==> config.mk <==
export PLATFORM = sky130hd
export DESIGN_NAME = interval_timer
export DESIGN_NICKNAME = d
export VERILOG_FILES = /design/src/rtl/interval_timer.sv
export SDC_FILE = /design/constraint.sdc
export NUM_CORES = 1
export LEC_CHECK = 0
export BUFFER_PORTS_ARGS = -buffer_cell sky130_fd_sc_hd__clkbuf_2
export CORE_MARGIN = 3
export CORE_UTILIZATION = 30
export DETAILED_ROUTE_END_ITERATION = 10
export GPL_TIMING_DRIVEN = 0
export PLACE_DENSITY = 0.5
export RECOVER_POWER = 100
export SLEW_MARGIN = 15
export SYNTH_ARGS = -nofsm -noshare
export SYNTH_HDL_FRONTEND = slang
export SYNTH_SLANG_ARGS = --single-unit
==> constraint.sdc <==
create_clock -name clk -period 3.6 [get_ports clk]
set_input_delay 0.18 -clock clk [delete_from_list [all_inputs] [get_ports clk]]
set_output_delay 0.18 -clock clk [all_outputs]
set_load 0.005 [all_outputs]
==> src/rtl/interval_timer.sv <==
module interval_timer #(
  parameter int MAX_TICKS = 60,
  localparam int CW = $clog2(MAX_TICKS + 1)
) (
  input  logic          clk,
  input  logic          rst,
  input  logic          start,
  input  logic          stop,
  input  logic          up,
  input  logic          down,
  input  logic          tick,
  output logic          alarm,
  output logic [CW-1:0] elapsed
);

  localparam logic [CW-1:0] TOP = CW'(MAX_TICKS);
  localparam logic [CW-1:0] ONE = CW'(1);

  logic          running, alarm_q;
  logic [CW-1:0] cnt, preset, cnt_nx;
  logic          start_d, up_d, down_d;
  logic          start_rise, up_rise, down_rise, idle;

  assign start_rise = start & ~start_d;
  assign up_rise    = up & ~up_d;
  assign down_rise  = down & ~down_d;
  assign idle       = ~running & ~alarm_q;
  assign cnt_nx     = cnt + ONE;

  always_ff @(posedge clk or posedge rst) begin
    if (rst) begin
      start_d <= 1'b0;
      up_d    <= 1'b0;
      down_d  <= 1'b0;
    end else begin
      start_d <= start;
      up_d    <= up;
      down_d  <= down;
    end
  end

  always_ff @(posedge clk or posedge rst) begin
    if (rst) begin
      running <= 1'b0;
      alarm_q <= 1'b0;
      cnt     <= '0;
    end else if (stop) begin
      running <= 1'b0;
      alarm_q <= 1'b0;
      cnt     <= '0;
    end else if (start_rise && idle) begin
      running <= 1'b1;
      cnt     <= '0;
    end else if (running && tick) begin
      cnt <= cnt_nx;
      if (cnt_nx == preset) begin
        alarm_q <= 1'b1;
        running <= 1'b0;
      end
    end
  end

  always_ff @(posedge clk or posedge rst) begin
    if (rst) preset <= TOP;
    else if (idle && !stop && (up_rise ^ down_rise)) begin
      if (up_rise && preset != TOP) preset <= preset + ONE;
      else if (down_rise && preset != ONE) preset <= preset - ONE;
    end
  end

  assign alarm   = alarm_q;
  assign elapsed = cnt;

  p_alarm_hold_r4: assert property (@(posedge clk) disable iff (rst)
    alarm && !stop |=> alarm);
  p_alarm_frozen_r4: assert property (@(posedge clk) disable iff (rst)
    alarm && !stop |=> $stable(elapsed));
  p_stop_clears_r5: assert property (@(posedge clk) disable iff (rst)
    stop |=> !alarm && elapsed == '0);
  p_no_tick_hold_r3: assert property (@(posedge clk) disable iff (rst)
    running && !tick && !stop |=> $stable(elapsed));
  p_preset_range_r6: assert property (@(posedge clk) disable iff (rst)
    preset >= ONE && preset <= TOP);
  p_no_overflow_r4: assert property (@(posedge clk) disable iff (rst)
    elapsed <= preset);
  p_run_freeze_r7: assert property (@(posedge clk) disable iff (rst)
    running |=> $stable(preset));

endmodule

; ---- After elaboration in Yosys (flattened, before gate mapping)
; Cells that the tools add are included.
[totals]
regBits = 17
inputBits = 7
out_inout_bits = 7
[op_classes]
add_sub_neg = 3
n_eq_ne = 4
muxes = 13
bitwise = 10
reduce_logical = 15
[ops]
columns = operator, n
row1 = two-way mux 6 bit, 5
row2 = adder 6 x 1 -> 6 bit (second input constant), 2
row3 = two-way mux 1 bit, 8
row4 = equality test 6 bit, 1
row5 = logical AND 1 bit, 6
row6 = != test 6 x 1 -> 1 bit (second input constant), 1
row7 = != test 6 bit (second input constant), 1
row8 = nonzero test 2 bit, 3
row9 = nonzero test 3 bit, 2
row10 = subtractor 6 x 1 -> 6 bit (second input constant), 1
row11 = NOT 1 bit, 5
row12 = AND 1 bit, 4
row13 = AND reduction 2 bit, 2
row14 = AND reduction 3 bit, 1
row15 = != test 2 bit (second input constant), 1
row16 = zero test 1 bit, 1
row17 = XOR 1 bit, 1

; ---- Longest topological paths before layout
[logic_depth]
depth_word = 6
depth_mapped = 7
depth_no_buf = 6

; ---- Worst setup path before layout
; No wires, ideal clock.
[synth_path]
kind = register to register
startpoint = register cnt[0] (netlist: elapsed[0])
endpoint = register running
arrival_ns = 1.725
required_ns = 3.477
slack_ns = 1.752
stages_incl_launch_ff = 6
n_path_buf = 0
synth_period_minus_slack_ns = 1.848
cell_sequence = dfrtp_1 -> ha_1 -> xnor2_1 -> nand4_1 -> or4_4 -> o221a_1
[synth_between]
elab_chain_cells = 4
[synth_rtl]
columns = element, line_no
row1 = "start, declared", 20  ; logic [CW-1:0] cnt, preset, cnt_nx;
row2 = "start signal, assigned", 55  ; cnt <= cnt_nx;
row3 = adder 6 x 1 -> 6 bit, 28  ; assign cnt_nx = cnt + ONE;
row4 = equality test 6 bit, 56  ; if (cnt_nx == preset) begin
row5 = nonzero test 3 bit (no source line), n/a
row6 = AND reduction 2 bit (no source line), n/a
row7 = "end signal, assigned", 44  ; running <= 1'b0;
row8 = "end signal, assigned", 52  ; running <= 1'b1;
row9 = "end signal, assigned", 58  ; running <= 1'b0;
row10 = "end, declared", 19  ; logic running, alarm_q;
; Every way passes these cells.
; A chain may end at the register's enable or synchronous reset.

; ---- Worst setup path in the final report
[layout_path]
startpoint = register preset[4]
endpoint = register preset[0]
[layout_between]
elab_chain_cells = 4
elab_cells_between_ends = 7
classes_between = 2 x eq/ne / 1 x mux / 4 x reduce/logical
[layout_rtl]
columns = element, line_no
row1 = "start, declared", 20
row2 = "start signal, assigned", 66  ; if (up_rise && preset != TOP) preset <= preset + ONE;
row3 = "start signal, assigned", 67  ; else if (down_rise && preset != ONE) preset <= preset - ONE;
row4 = != test 6 bit or != test 6 x 1 -> 1 bit (tied branches), "66, 67"
row5 = "logical AND 1 bit, on equally long branches", "66, 67"
row6 = nonzero test 2 bit (no source line), n/a
row7 = AND reduction 2 bit (no source line), n/a
; Several ways; a longest one is shown, not always the timed one.

==> results.py <==
metrics = {
    "synthesis": {
        "ys_top_cells_by_area": "dfrtp_1, xnor2_1, dfstp_2",
        "synth_seq_cells": 17,
        "postSynthAreaPerCell_um2": 9.66,
        "synth_top_area_share_pct": 30.1,
        "synthAdderAreaFrac_pct": 5.78,
        "synth_top_area_cell": "dfrtp_1",
        "synthSimpleGateAreaFrac_pct": 18.5,
        "synth_top_family_by_area": "simple AND/OR/NAND/NOR gates",
        "synthMuxAreaShare_pct": 0.925,
        "synth_nets": 124,
        "ys.warnings.count": 0,
        "syn-instance-count": 112,
        "yosysSeqAreaShare_pct": 39.8,
        "synth_compound_area_share_pct": 15.6,
        "ys_types": 35,
        "synth_area_um2": 1080,
        "synth_xor_area_share_pct": 13.8,
    },
    "sta": {
        "hold_slack_ns": 0.00726,
        "hold_viol": 0,
        "setup_tns_ns": 0,
        "drv_slew": 0,
        "period_share_pct": 58.1,
        "setup_viol": 0,
        "fin_crit_ns": 2.09,
        "max_freq_mhz": 478,
        "skew_ns": 0.000928,
        "worst_slew_pin_slew_ns": 0.718,
        "slew_headroom_pct": 51.9,
        "rsz0062_at_grt": "false",
    },
    "cells_and_area": {
        "fin_nets": 144,
        "regArea_um2": 430,
        "syn2layout_area_growth_pct": 14.7,
        "multi_input_area_um2": 587,
        "diodes": 0,
        "utilization_pct": 36.3,
        "drive_gt1_share_pct": 14.5,
        "fill_cells": 362,
    },
    "worst_setup_path": {
        "cp_max_fo": 10,
        "worst_path_largest_cell_delay_ns": 0.55,
        "criticalPathCategory": "reg -> reg",
        "r2r_end": "preset[0]",
        "reg2reg_slack_ns": 1.51,
        "cp.buffers_inverters": 1,
        "required_ns": 3.78,
        "arrival_ns": 2.27,
        "critical_path.top_delay_family": "compound AO/OA/AOI/OAI gates",
        "cp-start-kind": "register",
        "r2r-start": "preset[4]",
        "worst-r2r-cell-count": 5,
        "crit_path_end_kind": "register",
        "critical_path_depth": 5,
        "cp_cell_sequence": "clkbuf_1, nor4_1, a211oi_1, o21ai_0, xnor2_1",
        "cpMaxStageDelayCell": "dfstp_1",
    },
    "place": {
        "port_buffers": 13,
        "place.gp.congestion": 0.840,
    },
    "run_status": {
        "status": "completed",
    },
    "cts": {
        "cts-root-buf": "clkbuf_4",
        "ctsResizeCount": 0,
        "holdBufCountCts": 2,
        "clk_pin_slew_ns": 0.10,
        "cts.sinks": 17,
        "htreeDepth": 1,
        "cts_buffers": 3,
        "cts_buffer_depth": 2,
        "post_cts_buffers": 0,
        "clock_latency_ns": 0.29,
        "cts_tree": "built",
    },
    "routing": {
        "via_count": 900,
        "wl_per_cell_um": 12.6,
        "first_iter_violations": 54,
        "ant_nets": 0,
        "firstDrtPassIters": 4,
        "wl_um": 2240,
        "viasPerCell": 5.08,
        "drc": 0,
    },
    "grt": {
        "track_usage_pct": 11.5,
        "grt_pass1_wl_um": 3920,
        "grt_pass1_vias": 840,
        "grt_overflow_total": 0,
        "grt_max_degree": 18,
        "antenna_found_initial": 0,
    },
    "power_and_ir_drop": {
        "p_per_area_nw_per_um2": 523,
        "power.leakage_uw": 0.000518,
        "vdd_ir_drop_max_mv": 0.223,
    },
    "die": {
        "start_util_pct": 31.7,
        "die_h_um": 66.1,
        "ioPinCount": 14,
        "core_um2": 3420,
        "die-area_um2": 4360,
        "rows": 21,
        "die_x_um": 66.1,
    },
    "worst_hold_path": {
        "min_to": "start_d",
        "hp-class": "in -> reg",
        "hold_path_depth": 1,
        "hold_path.startpoint": "start",
    },
    "flow_run": {
        "max_cap_viol_count": 0,
    },
}
cell type report:
cell class	count	share of cell area (%)
multi-input combinational	81	47.3
buffer	6	2.42
sequential	17	34.7
inverter	8	2.42
clock buffer	4	2.12
tap	46	4.64
timing repair buffer	15	6.45
metal layers:
layer | share of wire, % | GRT usage, % | vias up
li1 | - | - | 442
met1 | 48 | 16.2 | 427
met2 | 45 | 17.4 | 29
met3 | 5.6 | 2.55 | 2
met4 | 1.1 | 3.81 | 0
met5 | 0 | 0 | -
state kept, by name (all words and copies together) (netlist names):
register / count
alarm: 1
down_d: 1
elapsed: 6
preset: 6
running: 1
start_d: 1
up_d: 1
power by group:
group	switching, uW	internal, uW	leakage, uW
combinational	153	113	0.000293
clock	63.9	43.1	0.0000150
sequential	35.1	240	0.000210
total	252	397	0.000518
how the worst max path moves through the flow:
| stage | from | end | slack [ns] |
|---|---|---|---|
| after floorplan | elapsed[0] | running | 1.75 |
| after global placement | elapsed[0] | running | 1.68 |
| after detailed placement | elapsed[0] | running | 1.65 |
| after CTS | elapsed[0] | running | 1.63 |
| after global routing | preset[4] | preset[0] | 1.26 |
| final | preset[4] | preset[0] | 1.51 |
layout by cell type (no fill, tap or decap), types with 4 or more instances in the layout:
cell type	instances
o21ai_0	8
ha_1	5
clkbuf_2	9
nand3_1	4
o221ai_1	4
a211oi_1	4
nor4_1	4
clkbuf_1	7
xor2_1	4
xnor2_1	13
nand2_1	7
inv_1	8
dfrtp_1	13
cells in the mapped netlist:
cell	number
or4_4	1
nor3b_1	1
and3_1	2
o32ai_1	1
inv_1	8
nor3_1	1
a21oi_1	1
nor4_1	4
clkbuf_1	1
o221ai_1	4
and4_1	1
o31ai_1	3
xor2_1	4
o21ai_1	1
nand2_1	7
buf_2	4
nand4_1	1
nor2_1	3
nor2b_1	2
nand3_1	4
a211oi_1	4
a31oi_1	1
nand3b_1	1
mux2i_1	1
buf_4	1
nor4b_1	2
ha_1	5
o221a_1	1
dfstp_2	4
and4b_1	1
xnor2_1	13
o21ai_0	7
o311a_1	1
dfrtp_1	13
nand2b_1	3
per-stage QoR:
stage	power (uW)	std cells	setup WS (ns)	instance area, um^2
final	649	177	1.51	1240
after CTS	660	177	1.63	1250
after floorplan	492	112	1.75	1080
after global placement	549	171	1.68	1200
after detailed placement	551	171	1.65	1200
after global routing	701	177	1.26	1240
worst reg2reg max path: stages (launching register included):
cell and delay, ns:
dfstp_1 0.55, clkbuf_1 0.34, nor4_1 0.09, a211oi_1 0.53, o21ai_0 0.27, xnor2_1 0.20
cells by family (layout without fill, tap and decap cells):
logic type                 after synthesis  in the layout
adders and majority gates                5              5
AOI/OAI and AO/OA                       24             24
and+or+nand+nor                         34             34
muxes                                    1              1
xor gates and xnor gates                17             17
DFF                                     17             17
buffers and inverters                   14             33
No activity file was read; power rests on OpenSTA's default activity.
